$ cat config.mk
export PLATFORM = sky130hd
export DESIGN_NAME = dpt_scan_target
export DESIGN_NICKNAME = d
export VERILOG_FILES = /design/src/rtl/dpt_pkg.sv /design/src/rtl/dpt_ir.sv /design/src/rtl/dpt_chain.sv /design/src/rtl/dpt_regs.sv /design/src/rtl/dpt_scan_target.sv
export SDC_FILE = /design/constraint.sdc
export NUM_CORES = 1
export LEC_CHECK = 0
export ABC_AREA = 1
export BUFFER_PORTS_ARGS = -buffer_cell sky130_fd_sc_hd__buf_4
export CAP_MARGIN = 40
export CELL_PAD_IN_SITES_DETAIL_PLACEMENT = 1
export CELL_PAD_IN_SITES_GLOBAL_PLACEMENT = 1
export CORE_MARGIN = 3
export CORE_UTILIZATION = 39
export CTS_CLUSTER_SIZE = 14
export DETAILED_ROUTE_END_ITERATION = 8
export GPL_ROUTABILITY_DRIVEN = 0
export PLACE_DENSITY = 0.74
export SETUP_SLACK_MARGIN = 0.3
export SLEW_MARGIN = 20
export SYNTH_ARGS = -nofsm -noshare
export SYNTH_HDL_FRONTEND = slang
export SYNTH_HIERARCHICAL = 1
export SYNTH_SLANG_ARGS = --single-unit
$ cat constraint.sdc
create_clock -name clk -period 1.9 [get_ports clk]
set_clock_uncertainty 0.15 [all_clocks]
set_input_delay 0.095 -clock clk [delete_from_list [all_inputs] [get_ports clk]]
set_output_delay 0.095 -clock clk [all_outputs]
set_load 0.02 [all_outputs]
$ cat src/rtl/dpt_pkg.sv
package dpt_pkg;

   localparam int INS_W = 4;

   localparam logic [INS_W-1:0] INS_IDENT   = 4'b1110;
   localparam logic [INS_W-1:0] INS_CANCEL  = 4'b1000;
   localparam logic [INS_W-1:0] INS_PORTREG = 4'b1010;
   localparam logic [INS_W-1:0] INS_REMOTE  = 4'b1011;
   localparam logic [INS_W-1:0] INS_CAPTURE = 4'b0001;

   localparam logic [2:0] ACK_OK    = 3'b010;
   localparam logic [2:0] ACK_WAIT  = 3'b001;
   localparam logic [2:0] ACK_FAULT = 3'b100;

   localparam int ERR_BIT = 5;

   typedef enum logic [1:0] {
      CH_BYP = 2'd0,
      CH_ID  = 2'd1,
      CH_ACC = 2'd2
   } chain_e;

   typedef enum logic [1:0] {
      RA_ZERO = 2'd0,
      RA_CTL  = 2'd1,
      RA_BANK = 2'd2,
      RA_RES  = 2'd3
   } regaddr_e;

   function automatic chain_e chain_of(input logic [INS_W-1:0] ins);
      chain_e c;
      case (ins)
         INS_IDENT:                          c = CH_ID;
         INS_CANCEL, INS_PORTREG, INS_REMOTE: c = CH_ACC;
         default:                            c = CH_BYP;
      endcase
      return c;
   endfunction

endpackage

$ cat src/rtl/dpt_ir.sv
module dpt_ir
   import dpt_pkg::*;
(
   input  logic             clk,
   input  logic             rst_n,
   input  logic             cap,
   input  logic             shift,
   input  logic             upd,
   input  logic             tdi,
   output logic [INS_W-1:0] ir_q,
   output logic             tdo_ir
);

   logic [INS_W-1:0] sh_q;

   always_ff @(posedge clk or negedge rst_n) begin
      if (!rst_n) begin
         sh_q <= '0;
         ir_q <= INS_IDENT;
      end else begin
         if (cap)
            sh_q <= INS_CAPTURE;
         else if (shift)
            sh_q <= {tdi, sh_q[INS_W-1:1]};
         if (upd)
            ir_q <= sh_q;
      end
   end

   assign tdo_ir = sh_q[0];

   AST_IR_RESET: assert property (@(posedge clk) disable iff (!rst_n)
      $rose(rst_n) |-> ir_q == INS_IDENT);
   AST_IR_CAPTURE: assert property (@(posedge clk) disable iff (!rst_n)
      cap |=> tdo_ir == 1'b1);

endmodule

$ cat src/rtl/dpt_chain.sv
module dpt_chain
   import dpt_pkg::*;
#(
   parameter int               DATA_W   = 32,
   parameter logic [31:0]      ID_VALUE = 32'h2D05_A0C7,
   localparam int              ACC_W    = DATA_W + 3,
   localparam int              IDX_W    = $clog2(ACC_W)
) (
   input  logic             clk,
   input  logic             rst_n,
   input  logic             cap,
   input  logic             shift,
   input  chain_e           sel,
   input  logic             tdi,
   input  logic [ACC_W-1:0] acc_cap,
   output logic [ACC_W-1:0] sh_q,
   output logic             tdo_dr
);

   logic [IDX_W-1:0] top_idx;
   logic [ACC_W-1:0] nxt;

   always_comb begin
      case (sel)
         CH_ID:   top_idx = IDX_W'(31);
         CH_ACC:  top_idx = IDX_W'(ACC_W - 1);
         default: top_idx = '0;
      endcase
   end

   for (genvar i = 0; i < ACC_W; i++) begin : g_bit
      if (i == ACC_W - 1) begin : g_top
         assign nxt[i] = tdi;
      end else begin : g_mid
         assign nxt[i] = (top_idx == IDX_W'(i)) ? tdi : sh_q[i+1];
      end
   end

   always_ff @(posedge clk or negedge rst_n) begin
      if (!rst_n) begin
         sh_q <= '0;
      end else if (cap) begin
         case (sel)
            CH_ID:   sh_q <= ACC_W'(ID_VALUE);
            CH_ACC:  sh_q <= acc_cap;
            default: sh_q <= '0;
         endcase
      end else if (shift) begin
         sh_q <= nxt;
      end
   end

   assign tdo_dr = sh_q[0];

   AST_BYPASS_ZERO: assert property (@(posedge clk) disable iff (!rst_n)
      cap && sel == CH_BYP |=> tdo_dr == 1'b0);

endmodule

$ cat src/rtl/dpt_regs.sv
module dpt_regs
   import dpt_pkg::*;
#(
   parameter int              DATA_W    = 32,
   parameter int              PSEL_W    = 8,
   parameter int              BANK_W    = 4,
   parameter logic [31:0]     CTL_WMASK = 32'hF000_FF0F,
   localparam int             ACC_W     = DATA_W + 3,
   localparam int             ADDR_W    = BANK_W + 2
) (
   input  logic              clk,
   input  logic              rst_n,
   input  logic              dr_cap,
   input  logic              dr_upd,
   input  logic [INS_W-1:0]  ir_q,
   input  logic [ACC_W-1:0]  sh_q,
   output logic [ACC_W-1:0]  cap_word,
   output logic              ap_req,
   output logic              ap_write,
   output logic [PSEL_W-1:0] ap_sel,
   output logic [ADDR_W-1:0] ap_addr,
   output logic [DATA_W-1:0] ap_wdata,
   input  logic              ap_ack,
   input  logic [DATA_W-1:0] ap_rdata,
   input  logic              ap_err
);

   localparam logic [DATA_W-1:0] WMASK = DATA_W'(CTL_WMASK);

   logic              rnw;
   regaddr_e          ra;
   logic [DATA_W-1:0] dfield;
   logic              port_fire, rem_fire, can_fire, acc_cap, rem_go;

   logic [DATA_W-1:0] ctl_q, result_q;
   logic [PSEL_W-1:0] psel_q;
   logic [BANK_W-1:0] bank_q;
   logic              err_q, wait_q, busy_q;

   logic [DATA_W-1:0] ctl_rd, bank_rd;
   logic [2:0]        ack_code;

   assign rnw    = sh_q[0];
   assign ra     = regaddr_e'(sh_q[2:1]);
   assign dfield = sh_q[ACC_W-1:3];

   assign port_fire = dr_upd && (ir_q == INS_PORTREG);
   assign rem_fire  = dr_upd && (ir_q == INS_REMOTE);
   assign can_fire  = dr_upd && (ir_q == INS_CANCEL);
   assign acc_cap   = dr_cap && (chain_of(ir_q) == CH_ACC);
   assign rem_go    = rem_fire && !busy_q && !err_q;

   always_comb begin
      ctl_rd          = ctl_q & WMASK;
      ctl_rd[ERR_BIT] = err_q;
   end

   always_comb begin
      bank_rd                       = '0;
      bank_rd[DATA_W-1 -: PSEL_W]   = psel_q;
      bank_rd[4 +: BANK_W]          = bank_q;
   end

   always_comb begin
      if (wait_q)
         ack_code = ACK_WAIT;
      else if (err_q)
         ack_code = ACK_FAULT;
      else
         ack_code = ACK_OK;
   end

   assign cap_word = {result_q, ack_code};

   // port-register file and result buffer
   always_ff @(posedge clk or negedge rst_n) begin
      if (!rst_n) begin
         ctl_q  <= '0;
         psel_q <= '0;
         bank_q <= '0;
      end else if (port_fire && !busy_q && !rnw) begin
         case (ra)
            RA_CTL:  ctl_q <= dfield & WMASK;
            RA_BANK: begin
               psel_q <= dfield[DATA_W-1 -: PSEL_W];
               bank_q <= dfield[4 +: BANK_W];
            end
            default: ;
         endcase
      end
   end

   always_ff @(posedge clk or negedge rst_n) begin
      if (!rst_n) begin
         result_q <= '0;
      end else if (busy_q && ap_ack && !ap_write) begin
         result_q <= ap_rdata;
      end else if (port_fire && !busy_q && rnw) begin
         case (ra)
            RA_ZERO: result_q <= '0;
            RA_CTL:  result_q <= ctl_rd;
            RA_BANK: result_q <= bank_rd;
            default: ;
         endcase
      end
   end

   // remote request engine, wait marker and sticky error
   always_ff @(posedge clk or negedge rst_n) begin
      if (!rst_n) begin
         busy_q   <= 1'b0;
         wait_q   <= 1'b0;
         err_q    <= 1'b0;
         ap_write <= 1'b0;
         ap_sel   <= '0;
         ap_addr  <= '0;
         ap_wdata <= '0;
      end else begin
         if (acc_cap)
            wait_q <= 1'b0;
         if ((port_fire || rem_fire) && busy_q)
            wait_q <= 1'b1;
         if (rem_go) begin
            busy_q   <= 1'b1;
            ap_write <= !rnw;
            ap_sel   <= psel_q;
            ap_addr  <= {bank_q, sh_q[2:1]};
            ap_wdata <= dfield;
         end
         if (busy_q && ap_ack) begin
            busy_q <= 1'b0;
            if (ap_err)
               err_q <= 1'b1;
         end
         if (can_fire) begin
            if (dfield[0])
               busy_q <= 1'b0;
            if (dfield[1])
               err_q <= 1'b0;
         end
      end
   end

   assign ap_req = busy_q;

   AST_REQ_HOLD: assert property (@(posedge clk) disable iff (!rst_n)
      ap_req && !ap_ack && !(can_fire && dfield[0])
      |=> ap_req && $stable(ap_addr) && $stable(ap_sel) && $stable(ap_wdata) && $stable(ap_write));
   AST_NO_LAUNCH_ON_ERR: assert property (@(posedge clk) disable iff (!rst_n)
      $rose(ap_req) |-> !$past(err_q));
   AST_DROPPED_UPDATE: assert property (@(posedge clk) disable iff (!rst_n)
      rem_fire && ap_req && !ap_ack |=> $stable(ap_addr) && $stable(ap_wdata));
   AST_WAIT_ONCE: assert property (@(posedge clk) disable iff (!rst_n)
      wait_q && acc_cap |=> !wait_q);
   AST_ERR_STICKY: assert property (@(posedge clk) disable iff (!rst_n)
      err_q && !can_fire |=> err_q);

endmodule

$ cat src/rtl/dpt_scan_target.sv
module dpt_scan_target
   import dpt_pkg::*;
#(
   parameter int          DATA_W    = 32,
   parameter int          PSEL_W    = 8,
   parameter int          BANK_W    = 4,
   parameter logic [31:0] ID_VALUE  = 32'h2D05_A0C7,
   parameter logic [31:0] CTL_WMASK = 32'hF000_FF0F
) (
   input  logic                clk,
   input  logic                rst_n,
   input  logic                ir_capture,
   input  logic                ir_shift,
   input  logic                ir_update,
   input  logic                dr_capture,
   input  logic                dr_shift,
   input  logic                dr_update,
   input  logic                tdi,
   output logic                tdo,
   output logic                ap_req,
   output logic                ap_write,
   output logic [PSEL_W-1:0]   ap_sel,
   output logic [BANK_W+1:0]   ap_addr,
   output logic [DATA_W-1:0]   ap_wdata,
   input  logic                ap_ack,
   input  logic [DATA_W-1:0]   ap_rdata,
   input  logic                ap_err
);

   localparam int ACC_W = DATA_W + 3;

   if (DATA_W != 32) begin : g_bad_width
      $error("dpt_scan_target: DATA_W must be 32");
   end
   if (PSEL_W + BANK_W + 4 > DATA_W) begin : g_bad_fields
      $error("dpt_scan_target: bank-select fields overlap");
   end
   if (CTL_WMASK[ERR_BIT]) begin : g_bad_mask
      $error("dpt_scan_target: CTL_WMASK must leave the error bit clear");
   end

   logic [INS_W-1:0] ir_q;
   logic             tdo_ir, tdo_dr, ir_path_q;
   logic [ACC_W-1:0] sh_q, cap_word;
   chain_e           sel;

   assign sel = chain_of(ir_q);

   dpt_ir u_ir (
      .clk    (clk),
      .rst_n  (rst_n),
      .cap    (ir_capture),
      .shift  (ir_shift),
      .upd    (ir_update),
      .tdi    (tdi),
      .ir_q   (ir_q),
      .tdo_ir (tdo_ir)
   );

   dpt_chain #(
      .DATA_W   (DATA_W),
      .ID_VALUE (ID_VALUE)
   ) u_chain (
      .clk     (clk),
      .rst_n   (rst_n),
      .cap     (dr_capture),
      .shift   (dr_shift),
      .sel     (sel),
      .tdi     (tdi),
      .acc_cap (cap_word),
      .sh_q    (sh_q),
      .tdo_dr  (tdo_dr)
   );

   dpt_regs #(
      .DATA_W    (DATA_W),
      .PSEL_W    (PSEL_W),
      .BANK_W    (BANK_W),
      .CTL_WMASK (CTL_WMASK)
   ) u_regs (
      .clk      (clk),
      .rst_n    (rst_n),
      .dr_cap   (dr_capture),
      .dr_upd   (dr_update),
      .ir_q     (ir_q),
      .sh_q     (sh_q),
      .cap_word (cap_word),
      .ap_req   (ap_req),
      .ap_write (ap_write),
      .ap_sel   (ap_sel),
      .ap_addr  (ap_addr),
      .ap_wdata (ap_wdata),
      .ap_ack   (ap_ack),
      .ap_rdata (ap_rdata),
      .ap_err   (ap_err)
   );

   always_ff @(posedge clk or negedge rst_n) begin
      if (!rst_n)
         ir_path_q <= 1'b0;
      else if (ir_capture)
         ir_path_q <= 1'b1;
      else if (dr_capture)
         ir_path_q <= 1'b0;
   end

   assign tdo = ir_path_q ? tdo_ir : tdo_dr;

endmodule

# ---- Yosys cells after proc, flatten, opt, wreduce, memory -nomap -nowiden
# Index checks and enable logic that the tools add are counted.
dict set report classes {
  mul 0
  muxes 59
  eq_ne 41
  order_cmp 0
  bitwise 0
  div 0
  n_addsub 0
  n_reduce_logical 29
  n_shift 0
}
# cell count
set op_table {}
lappend op_table {{== test 6 x 5 -> 1 bit (second input constant)} 16}
lappend op_table {{one-hot mux 32 bit (3 select lines)} 1}
lappend op_table {{two-way mux 35 bit} 2}
lappend op_table {{one-hot mux 35 bit (2 select lines)} 1}
lappend op_table {{two-way mux 32 bit} 2}
lappend op_table {{== test 6 x 4 -> 1 bit (second input constant)} 8}
lappend op_table {{two-way mux 1 bit} 47}
lappend op_table {{== test 6 x 3 -> 1 bit (second input constant)} 4}
lappend op_table {{== test 4 bit (second input constant)} 4}
lappend op_table {{== test 6 x 2 -> 1 bit (second input constant)} 2}
lappend op_table {{== test 6 bit (second input constant)} 2}
lappend op_table {{logical AND 1 bit} 12}
lappend op_table {{one-hot mux 6 bit (2 select lines)} 1}
lappend op_table {{nonzero test 2 bit} 5}
lappend op_table {{two-way mux 4 bit} 2}
lappend op_table {{== test 6 x 1 -> 1 bit (second input constant)} 1}
lappend op_table {{logical NOT 6 bit} 1}
lappend op_table {{two-way mux 3 bit} 2}
lappend op_table {{AND reduction 2 bit} 3}
lappend op_table {{== test 2 x 1 -> 1 bit (second input constant)} 2}
lappend op_table {{== test 2 bit (second input constant)} 2}
lappend op_table {{logical NOT 1 bit} 4}
lappend op_table {{one-hot mux 2 bit (2 select lines)} 1}
lappend op_table {{nonzero test 4 bit} 1}
lappend op_table {{3 further kinds} 3}
dict set report totals {
  mem_bits_ro 0
  ff_bits 154
  latchBits 0
  n_memories 0
  ram_bits 0
  in_bits 43
}

# ---- Longest topological paths before layout
# Gate-level depths: netlist (run 1).
dict set report logic_depth {
  word_depth 9
  mapped_depth 12
}

# ---- By module
# Netlist (run 1), hierarchy kept.
# module n_inst seq_area_each_um2 cells_per_inst area_each_um2
set modules_own_cells {}
lappend modules_own_cells {dpt_regs 1 2752.6 600 4928.5}
lappend modules_own_cells {dpt_chain 1 875.8 246 1913.1}
lappend modules_own_cells {dpt_ir 1 203.9 35 317.8}
lappend modules_own_cells {dpt_scan_target 1 25.0 14 81.3}

# ---- Worst setup path before layout (run 1)
# OpenSTA, ideal clock, no wires.
dict set report synth_timing {
  path_kind {flip-flop to flip-flop}
  startpoint {register u_ir.ir_q[2]}
  endpoint {register u_chain.sh_q[1]}
  n_path_buf 1
  setup_slack_ns 0.020
  t_arrival_ns 1.642
  setup_ns 0.087
  t_required_ns 1.663
  path_stages_with_launch 9
  synth_period_minus_slack_ns 1.880
  path_cell_list {dfstp_2 nand2_1 nor2_1 inv_1 ha_1 nor2_2 buf_4 nand2_1 a22oi_1}
}
dict set report synth_between {
  elab_chain_len 9
  elab_cells_between_ends 14
  classes_between {eq/ne: 7; mux: 6; reduce/logical: 1}
}
# element line_no
set synth_lines {}
lappend synth_lines {{start: declaration} dpt_ir.sv:10} ;# output logic [INS_W-1:0] ir_q,
lappend synth_lines {{start signal: assignment} dpt_ir.sv:26} ;# ir_q <= sh_q;
lappend synth_lines {{== test 4 bit} dpt_pkg.sv:32} ;# case (ins)
lappend synth_lines {{OR reduction 3 bit} dpt_pkg.sv:32}
lappend synth_lines {{one-hot mux 2 bit (2 select lines) *} dpt_pkg.sv:32}
lappend synth_lines {{net sel[0]} dpt_scan_target.sv:45} ;# chain_e sel;
lappend synth_lines {{== test 2 bit or == test 2 x 1 -> 1 bit (tied branches)} {dpt_chain.sv:24, dpt_chain.sv:43}}
lappend synth_lines {{one-hot mux 6 bit (2 select lines)} dpt_chain.sv:24} ;# case (sel)
lappend synth_lines {{== test 6 x 1 -> 1 bit} dpt_chain.sv:35} ;# assign nxt[i] = (top_idx == IDX_W'(i)) ? tdi : sh_q[i+1];
lappend synth_lines {{two-way mux 1 bit} dpt_chain.sv:35}
lappend synth_lines {{two-way mux 35 bit} dpt_chain.sv:48} ;# end else if (shift) begin
lappend synth_lines {{two-way mux 35 bit *} dpt_chain.sv:42} ;# end else if (cap) begin
lappend synth_lines {{end signal: assignment} dpt_chain.sv:44} ;# CH_ID: sh_q <= ACC_W'(ID_VALUE);
lappend synth_lines {{end signal: assignment} dpt_chain.sv:45} ;# CH_ACC: sh_q <= acc_cap;
lappend synth_lines {{end signal: assignment} dpt_chain.sv:49} ;# sh_q <= nxt;
lappend synth_lines {{end: declaration} dpt_chain.sv:16} ;# output logic [ACC_W-1:0] sh_q,
# Mark *: on every way through the listed nets, which the timed path passes. The rest lies on a longest branch. The select of a mux whose other input is x is not followed.
# A chain may end at the register's enable or synchronous reset.

# ---- Final worst setup path (run 1)
dict set report layout_timing {
  startpoint {register u_ir.ir_q[1]}
  endpoint {register u_chain.sh_q[32]}
}
dict set report layout_between {
  elab_chain_len 9
  elab_cells_between_ends 14
  classes_between {eq/ne: 7; mux: 6; reduce/logical: 1}
}
# element line_no
set layout_lines {}
lappend layout_lines {{== test 4 bit} dpt_pkg.sv:32}
lappend layout_lines {{OR reduction 3 bit} dpt_pkg.sv:32}
lappend layout_lines {{one-hot mux 2 bit (2 select lines) *} dpt_pkg.sv:32}
lappend layout_lines {{net sel[0]} dpt_scan_target.sv:45}
lappend layout_lines {{== test 2 bit or == test 2 x 1 -> 1 bit (tied branches)} {dpt_chain.sv:24, dpt_chain.sv:43}}
lappend layout_lines {{one-hot mux 6 bit (2 select lines)} dpt_chain.sv:24}
lappend layout_lines {{== test 6 bit} dpt_chain.sv:35}
lappend layout_lines {{two-way mux 1 bit} dpt_chain.sv:35}
lappend layout_lines {{two-way mux 35 bit} dpt_chain.sv:48}
lappend layout_lines {{two-way mux 35 bit *} dpt_chain.sv:42}
# Marks and branches as above.

==> results.yml, run 1 <==
outcome:
  status: "finished with violations"
  violations: "negative setup slack"
sta:
  period_share_pct: 100
  tns_ns: -0.00650
  fin_hold_ws_ns: 0.262
  postLayoutSetupSlackWorst_ns: -0.00650
  relSlewSlack_pct: 66.6
  tightest_slew_ns: 0.501
  rsz0062_at_grt: "true"
  setup_viol: 1
  slew_violations: 0
  hold_violations: 0
  period_needed_ns: 1.91
  fmax_mhz: 525
pwr:
  power.density_mw_per_mm2: 772
  peakVddDrop_mv: 0.637
  p_leak_nw: 5.33
synth:
  yosys_warnings: 6
  yosysTopAreaCellShare_pct: 52.2
  synth_area_leaders: "dfrtp_1, nand2_1, nand3_1"
  syn_area_mm2: 0.00724
  synth_top_area_cell: "dfrtp_1"
  synth_edf_count: 0
  synth_most_common_cell: "nand2_1"
  seq_area_frac_synth_pct: 53.3
  synth_nets: 944
  synthTopCellsByCount: "nand2_1, dfrtp_1, nand3_1, nor2_1"
  synth.distinct_cells: 31
  ys.flop_type: "dfrtp_1"
  ys_async_sr_fraction_pct: 100
  syn_area_per_cell_um2: 8.09
  ys_ff_latch: 154
  synthCells: 895
floorplanning:
  pin_count: 92
  die_x_um: 142
  initial_core_util_pct: 40.0
  dieArea_mm2: 0.0202
  num_rows: 49
  core_area_mm2: 0.0181
  die_h_um: 142
setup_path:
  end_kind: "flop"
  reg2reg_to: "u_chain/sh_q[32]$_DFFE_PN0P_"
  cp_slowest_cell: "dfstp_2"
  crit_top_cell: "a21oi_2"
  r2r-start: "u_ir/ir_q[1]$_DFFE_PN1P_"
  crit_fanout: 7
  crit_required_ns: 2.11
  path_class: "flop to flop"
  crit_chain: "nand2_2 -> nor2_4 -> inv_2 -> ha_4 -> a21oi_2 -> nor2_1 -> nand2_1 -> a21oi_2"
  r2r_slack_ns: -0.007
  start_kind: "flop"
  slowest_delay_ns: 0.58
  rr_worst_depth: 8
  arrival_ns: 2.12
routing:
  firstDrtPassIters: 5
  drtIter0Drc: 470
  antenna_left: 0
  num_vias: 7041
  routed_wl_mm: 26.4
  routedWlPerCell_um: 20.4
  viasPerCell: 5.45
  drc: 0
clocking:
  cts_tree: "yes"
  cts.path.max_buffers: 2
  clock_latency_ns: 0.43
  cts_sinks: 154
  clock-root-buffer: "clkbuf_16"
  h-tree-depth: 4
  cts_inserted_buffers: 17
  clk_pin_slew_worst_paths_ns: 0.06
finish:
  syn_to_final_growth_pct: 40.1
  drive_above_1_share_pct: 28.9
  final_nets: 1100
  antenna_cells: 0
  regArea_mm2: 0.00386
  fill_cells: 2097
  multi_input_area_mm2: 0.00334
global_route:
  grt_overflow: 0
  grt_max_degree: 50
  grt_antenna_before_repair: 0
  grt_pass1_wl_mm: 39.8
  first_global_vias: 7286
  grt_usage_pct: 25.2
flow_run:
  drv_cap: 0
placement:
  dp_hpwl_mm: 15.3
  numPortBuffers: 91
hold_path:
  holdPathEnd: "u_regs/result_q[16]$_DFFE_PN0P_"
  hold_start: "ap_rdata[16]"
  holdPathStages: 4
  min_path_type: "primary input to flop"
==> what timing repair did <==
action	in CTS	in global routing
resized for setup	58	71
cloned	4	4
setup endpoints to repair	141	147
hold endpoints to repair	205	0
buffers inserted	10	6
hold buffers	45	0
pin swaps	22	25
==> critical path, delay by kind of cell, from the launching register on <==
kind / cells / cell delay (ns)
AOI/OAI and AO/OA: 2 / 0.21
adders and majority gates: 1 / 0.35
DFF: 1 / 0.58
buffers and inverters: 1 / 0.05
and+or+nand+nor: 4 / 0.49
==> stage by stage <==
| stage | power, mW | cells | utilization, % | area [µm²] | setup WS (ns) |
|---|---|---|---|---|---|
| after global routing | 8.11 | 1293 | 56.1 | 10100 | -0.0660 |
| after CTS | 7.81 | 1283 | 53.9 | 9740 | 0.136 |
| after detailed placement | 4.20 | 1192 | 45.9 | 8310 | 0.00109 |
| final | 7.83 | 1293 | 56.1 | 10100 | -0.00650 |
| after floorplan | 3.86 | 895 | - | 7310 | 0.207 |
| after global placement | 4.18 | 1192 | 45.9 | 8310 | 0.0791 |
==> cells by family (layout without fill, tap and decap cells) <==
logic type / Yosys count / after routing / share of synthesized area (%)
adders and majority gates: 6 / 6 / 1.04
AOI/OAI and AO/OA: 81 / 81 / 6.29
and+or+nand+nor: 560 / 561 / 32.7
buffers and inverters: 94 / 262 / 6.74
DFF: 154 / 154 / 53.3
==> layout by cell type (no fill, tap or decap), types with 4 or more instances in the layout <==
cell type and n:
inv_2 10, nand2_2 48, clkinvlp_4 4, dlygate4sd3_1 45
a31oi_2 4, buf_6 7, o21ai_0 30, nor2_4 7
nand2_1 311, dfrtp_1 150, buf_12 15, nand2_4 11
a21oi_1 12, a21oi_2 15, inv_1 25, nor2_1 36
o21ai_1 10, clkbuf_16 21, buf_4 114, inv_6 5
ha_4 5, nand3_1 133, nand3_2 5
==> worst max path at each step <==
stage | start | endpoint | cells after the start
global route | u_ir/ir_q[1]$_DFFE_PN1P_ | u_chain/sh_q[32]$_DFFE_PN0P_ | 8
finish | u_ir/ir_q[1]$_DFFE_PN1P_ | u_chain/sh_q[32]$_DFFE_PN0P_ | 8
CTS | u_ir/ir_q[3]$_DFFE_PN1P_ | u_chain/sh_q[32]$_DFFE_PN0P_ | 8
detailed placement | u_ir/ir_q[1]$_DFFE_PN1P_ | u_chain/sh_q[26]$_DFFE_PN0P_ | 7
global placement | u_ir/ir_q[1]$_DFFE_PN1P_ | u_chain/sh_q[29]$_DFFE_PN0P_ | 8
floorplan | u_ir/ir_q[1]$_DFFE_PN1P_ | u_chain/sh_q[25]$_DFFE_PN0P_ | 10
==> power by group <==
part / leakage, nW / switching [mW] / internal (mW)
Combinational: 2.96 / 0.473 / 0.333
Clock: 0.289 / 1.45 / 2.05
Sequential: 2.08 / 0.141 / 3.39
Total: 5.33 / 2.06 / 5.77
==> metal layers <==
layer  vias up  wire length, µm  GRT usage [%]
met3        64             1140           4.27
li1       3186                -              -
met1      3554            11400           33.7
met5         -                0              0
met4         0              812           9.29
met2       237            13100           41.3
==> sequential cells by signal, summed over array words and instances, names as in the netlist <==
signal           cells
u_ir/sh_q            4
u_regs/ap_wdata     32
u_chain/sh_q        35
u_regs/ap_write      1
u_regs/ap_addr       6
ir_path_q            1
u_regs/bank_q        4
u_regs/ctl_q        16
u_regs/result_q     32
u_regs/wait_q        1
u_regs/ap_sel        8
u_regs/ap_req        1
u_ir/ir_q            4
u_regs/psel_q        8
u_regs/err_q         1
==> cell type report <==
type                            instances  share of cell area [%]
Clock buffer                           20                    4.60
Clock inverter                         12                    1.34
Inverter                               40                    1.69
Multi-Input combinational cell        648                    32.9
Sequential cell                       154                    38.0
Tap cell                              229                    2.82
Timing Repair Buffer                  190                    18.6
Note: power is estimated with default switching activity, not from simulation.
==> run 2: changes to the inputs <==
- ABC_AREA: 1 -> 0
- CORE_UTILIZATION: 39 -> 41
- GPL_TIMING_DRIVEN: unset -> 0
- PLACE_DENSITY: 0.74 -> 0.71
==> run 2 against run 1 <==
  * The flow still finishes with violations (negative setup slack)
  * Worst hold slack got worse by 0.23 ns
  * Sequential power down 5%
  * Synthesized cell count is 44% lower
  * Count of clock-buffer cells in the layout shrank 3
  * Register-to-register slack got worse by 0.23 ns
  * Routed wire length fell by 8.7%
  * Largest power group is now the clock network
==> results.yml, run 2 <==
outcome:
  status: "finished with violations"
  violations: "negative setup slack"
finish:
  top_regs: "u_chain/sh_q (35), u_regs/ap_wdata (32), u_regs/result_q (32)"
  drive_above_1_share_pct: 52.4
  final_common_cell: "dfrtp_1"
  final_nets: 753
  largest_reg_flops: 35
  syn_to_final_growth_pct: 51.1
  final_util_pct: 63.8
  largest_register: "u_chain/sh_q"
  layout_common_cells: "dfrtp_1, buf_4, mux2_4"
  antenna_cells: 0
flow_run:
  drv_cap: 0
sta:
  setup_viol: 121
  postLayoutSetupSlackWorst_ns: -0.240
  hold_violations: 0
  period_needed_ns: 2.14
  relSlewSlack_pct: 43.0
  tns_ns: -9.92
  fmax_mhz: 467
  tightest_slew_ns: 0.855
  period_share_pct: 113
  slew_violations: 0
  rsz0062_at_grt: "true"
routing:
  firstDrtPassIters: 5
  num_vias: 5271
  viasPerCell: 5.65
  routed_wl_mm: 24.1
  routedWlPerCell_um: 25.9
  drc: 0
  drtIter0Drc: 340
  antenna_left: 0
clocking:
  clk_pin_slew_worst_paths_ns: 0.07
  cts_tree: "yes"
  cts.path.max_buffers: 2
  clock-root-buffer: "clkbuf_16"
  h-tree-depth: 4
  clock_latency_ns: 0.43
  cts_sinks: 154
  cts_inserted_buffers: 17
synth:
  ys_ff_latch: 154
  synthTopCellsByCount: "dfrtp_1, mux2_2, mux2i_1, a221o_1"
  synth_top_area_cell: "dfrtp_1"
  synth_most_common_cell: "dfrtp_1"
  syn_area_per_cell_um2: 13.6
  yosysTopAreaCellShare_pct: 55.8
  ys_async_sr_fraction_pct: 100
  synth_edf_count: 0
  synth_nets: 547
  seq_area_frac_synth_pct: 56.9
  synth_area_leaders: "dfrtp_1, mux2_2, mux2i_1"
  ys.flop_type: "dfrtp_1"
  synth.distinct_cells: 53
  syn_area_mm2: 0.00678
  yosys_warnings: 6
  synthCells: 498
floorplanning:
  initial_core_util_pct: 42.2
  core_area_mm2: 0.0161
  dieArea_mm2: 0.0181
  die_x_um: 135
  pin_count: 92
  die_h_um: 135
  num_rows: 46
setup_path:
  path_class: "flop to flop"
  reg2reg_to: "u_chain/sh_q[9]$_DFFE_PN0P_"
  worstSetupStartpoint: "u_ir/ir_q[2]$_DFFE_PN1P_"
  r2r_slack_ns: -0.24
  arrival_ns: 2.27
  worstSetupPathDepth: 8
  crit_required_ns: 2.03
  start_kind: "flop"
  slowest_delay_ns: 0.58
  crit_fanout: 10
  rr_worst_depth: 8
  path_delay_family: "simple AND/OR/NAND/NOR gates"
  end_kind: "flop"
  crit_chain: "and4b_2 -> inv_2 -> ha_4 -> buf_8 -> and2_4 -> buf_12 -> nand2_1 -> o21ai_1"
  cp_slowest_cell: "dfstp_2"
  endpoint: "u_chain/sh_q[9]$_DFFE_PN0P_"
  r2r-start: "u_ir/ir_q[2]$_DFFE_PN1P_"
  worst-path-buf-inv: 3
global_route:
  first_global_vias: 5728
  grt_pass1_wl_mm: 34.5
  grt_overflow: 0
  grt_antenna_before_repair: 0
  grt_max_degree: 97
  grt_usage_pct: 25.3
hold_path:
  min_path_type: "primary input to asynchronous set/reset pin"
placement:
  numPortBuffers: 89
  dp_hpwl_mm: 12.3
pwr:
  peakVddDrop_mv: 0.681
  p_leak_nw: 5.30
  power.density_mw_per_mm2: 714
==> run 2: cell count changes after synthesis, sizes merged, moves of 8 or more <==
cell   delta
nor2     -37
nand2   -350
inv      -31
nand3   -138
buf      -18
mux2i    +36
mux2     +79
a221o    +24
a21oi    -14
a22o      +8
and2     +20
o22ai    +10
o21ai    -22
==> run 2: final cells by class <==
type,instances,area [µm²]
Buffer,35,423
Clock buffer,17,425
Tap cell,216,270
Fill cell,1466,5820
Timing Repair Buffer,187,1820
Clock inverter,15,169
Sequential cell,154,3860
Multi-Input combinational cell,300,3240
Inverter,9,33.8
==> run 2: power breakdown <==
part / internal [mW] / switching (mW)
registers: 3.30 / 0.0326
logic: 0.251 / 0.256
clock network: 1.96 / 1.51
total: 5.51 / 1.80
==> run 2: stage by stage <==
step	instance area [µm²]	cells	setup WS, ns	total power, mW	hold WS [ns]
final	10200	933	-0.240	7.31	0.0337
after global routing	10200	933	-0.337	7.56	0.0746
after CTS	9880	921	-0.106	7.29	0.0137
after detailed placement	7870	804	-0.240	3.74	-0.0953
after global placement	7840	803	-0.337	3.72	0.139
after floorplan	6900	498	0.0304	3.53	-0.351
==> run 2: timing repair <==
item | CTS | global route
hold buffers | 43 | 0
pin swaps | 29 | 21
resized for setup | 135 | 63
gates cloned | 9 | 2
buffers inserted | 33 | 10
endpoints found under the hold margin | 200 | 0
setup endpoints to repair | 141 | 143
==> run 2: layer usage <==
| metal | vias up | share of wire (%) | global-route usage (%) |
|---|---|---|---|
| met3 | 41 | 4.4 | 4.40 |
| li1 | 2257 | - | - |
| met4 | 0 | 2.2 | 7.92 |
| met1 | 2799 | 41 | 32.4 |
| met2 | 174 | 52 | 44.1 |
| met5 | - | 0 | 0 |
==> run 2: how the worst min path moves through the flow <==
stage,start,end,slack [ns]
global placement,ir_capture,u_ir/sh_q[1]$_DFFE_PN0P_,0.14
floorplan,rst_n,ir_path_q$_DFFE_PN0P_,-0.35
global route,rst_n,u_regs/ap_wdata[29]$_DFFE_PN0P_,0.07
finish,rst_n,u_regs/ap_wdata[28]$_DFFE_PN0P_,0.03
detailed placement,rst_n,u_regs/result_q[19]$_DFFE_PN0P_,-0.1
CTS,dr_update,u_regs/wait_q$_DFFE_PN0P_,0.01
==> run 2: cells by family (layout without fill, tap and decap cells) <==
logic type	count (synthesis)	in the layout	share of synthesized area, %
flip-flops	154	154	56.9
multiplexers	115	115	19.6
AO/OA/AOI/OAI	97	97	10.7
AND/OR/NAND/NOR	82	82	7.70
buffers and inverters	44	263	3.99
adder cells (fa/ha/maj)	6	6	1.11
==> run 2: worst register-to-register path, stage by stage (launching register included) <==
cell	delay [ns]
dfstp_2	0.58
and4b_2	0.31
inv_2	0.06
ha_4	0.17
buf_8	0.14
and2_4	0.19
buf_12	0.16
nand2_1	0.10
o21ai_1	0.12
==> run 3: changes to the inputs <==
- SKIP_LAST_GASP: unset -> 1
==> run 3 against run 2 <==
  * The run still ends with negative setup slack left
  * Total power shrank 0.10%
  * Cell area down 0.70%
  * Sequential power barely moved
  * Largest power group unchanged
  * Global-route usage fell by 0.86 points
  * Core utilization decreased by 0.44 points
  * First-iteration DRC count increased by 0.59%
  * Die area did not move
  * Sequential share of layout area up 0.25 points
  * Combinational power about the same
==> results.yml, run 3 (same netlist as run 2, synthesis figures left out) <==
clocking:
  cts_inserted_buffers: 17
  clock_latency_ns: 0.43
  cts_sinks: 154
  cts_tree: "yes"
  clk_pin_slew_worst_paths_ns: 0.07
  clock-root-buffer: "clkbuf_16"
  cts.path.max_buffers: 2
  h-tree-depth: 4
floorplanning:
  num_rows: 46
  die_x_um: 135
  core_area_mm2: 0.0161
  die_h_um: 135
  dieArea_mm2: 0.0181
  pin_count: 92
  initial_core_util_pct: 42.2
setup_path:
  start_kind: "flop"
  crit_required_ns: 2.05
  path_class: "flop to flop"
  arrival_ns: 2.26
  worstSetupStartpoint: "u_ir/ir_q[1]$_DFFE_PN1P_"
  crit_fanout: 8
  end_kind: "flop"
  r2r-start: "u_ir/ir_q[1]$_DFFE_PN1P_"
outcome:
  status: "finished with violations"
  violations: "negative setup slack"
routing:
  antenna_left: 0
  drtIter0Drc: 342
  num_vias: 5305
  firstDrtPassIters: 5
  routedWlPerCell_um: 25.4
  viasPerCell: 5.67
  drc: 0
  routed_wl_mm: 23.8
finish:
  final_nets: 756
  syn_to_final_growth_pct: 50.0
  largest_register: "u_chain/sh_q"
  layout_common_cells: "dfrtp_1, buf_4, mux2_2"
  final_common_cell: "dfrtp_1"
  stdcell_area_mm2: 0.0102
  final_util_pct: 63.3
  top_regs: "u_chain/sh_q (35), u_regs/ap_wdata (32), u_regs/result_q (32)"
  antenna_cells: 0
  largest_reg_flops: 35
  drive_above_1_share_pct: 52.6
flow_run:
  drv_cap: 0
sta:
  hold_violations: 0
  slew_violations: 0
  period_share_pct: 111
  fmax_mhz: 475
  fin_hold_ws_ns: 0.0379
  relSlewSlack_pct: 39.7
  tightest_slew_ns: 0.904
  setup_viol: 128
  postLayoutSetupSlackWorst_ns: -0.206
  rsz0062_at_grt: "true"
  period_needed_ns: 2.11
placement:
  dp_hpwl_mm: 12.3
  placed_cell_area_mm2: 0.00787
  numPortBuffers: 89
pwr:
  power.density_mw_per_mm2: 718
  p_leak_nw: 5.24
  peakVddDrop_mv: 0.793
global_route:
  first_global_vias: 5611
  grt_max_degree: 97
  grt_usage_pct: 24.5
  grt_antenna_before_repair: 0
  grt_pass1_wl_mm: 33.4
  grt_overflow: 0
hold_path:
  min_path_type: "primary input to asynchronous set/reset pin"
==> run 3: report_power, final <==
part / total, mW / internal (mW) / switching, mW
Sequential: 3.34 / 3.30 / 0.0329
Combinational: 0.509 / 0.253 / 0.256
Clock: 3.46 / 1.96 / 1.50
Total: 7.31 / 5.52 / 1.79
==> run 3: layout make-up <==
cell class | instances | area [µm²]
Clock buffer | 17 | 425
Sequential cell | 154 | 3860
Timing Repair Buffer | 190 | 1880
Multi-Input combinational cell | 300 | 3120
Tap cell | 216 | 270
Fill cell | 1496 | 5890
Clock inverter | 15 | 169
Buffer | 35 | 418
Inverter | 9 | 33.8
==> run 3: what timing repair did <==
item | in CTS | in global routing
endpoints found under the setup margin | 141 | 143
hold buffers | 43 | 0
resized for setup | 91 | 70
cloned | 9 | 4
endpoints found under the hold margin | 200 | 0
buffers inserted | 33 | 11
pin swaps | 26 | 17
==> run 3: routing by layer <==
| layer | vias to the layer above | global-route usage [%] | wire, µm |
|---|---|---|---|
| li1 | 2270 | - | - |
| met1 | 2809 | 31.3 | 9600 |
| met2 | 181 | 42.7 | 12600 |
| met3 | 45 | 4.43 | 1060 |
| met4 | 0 | 7.35 | 483 |
| met5 | - | 0 | 0 |
==> run 3: per-stage QoR <==
stage	instances	TNS [ns]	setup slack (ns)	total power [mW]
after floorplan	498	0	0.0304	3.53
after global placement	803	-34.24	-0.337	3.72
after detailed placement	804	-10.48	-0.240	3.74
after CTS	921	-3.61	-0.106	7.28
after global routing	936	-16.96	-0.255	7.56
final	936	-11.64	-0.206	7.31
==> run 3: final timing paths <==
path | end | slack (ns) | depth (start not counted)
setup / recovery | u_chain/sh_q[29]$_DFFE_PN0P_ | -0.21 | 8
setup reg to reg | u_chain/sh_q[29]$_DFFE_PN0P_ | -0.21 | 8
hold / removal | u_regs/ap_wdata[28]$_DFFE_PN0P_ | 0.04 | 2
min in group clk | u_regs/wait_q$_DFFE_PN0P_ | 0.05 | 3
hold reg to reg | u_regs/result_q[11]$_DFFE_PN0P_ | 0.35 | 1
max in group asynchronous | u_regs/ap_req$_DFF_PN0_ | 0.67 | 3
==> run 3: critical path, stage by stage, from the launching register on <==
cell and delay (ns):
dfstp_2 0.60, and4b_2 0.32, inv_2 0.07, ha_4 0.17
buf_8 0.13, buf_4 0.15, buf_16 0.14, a21oi_2 0.15
o32ai_2 0.09
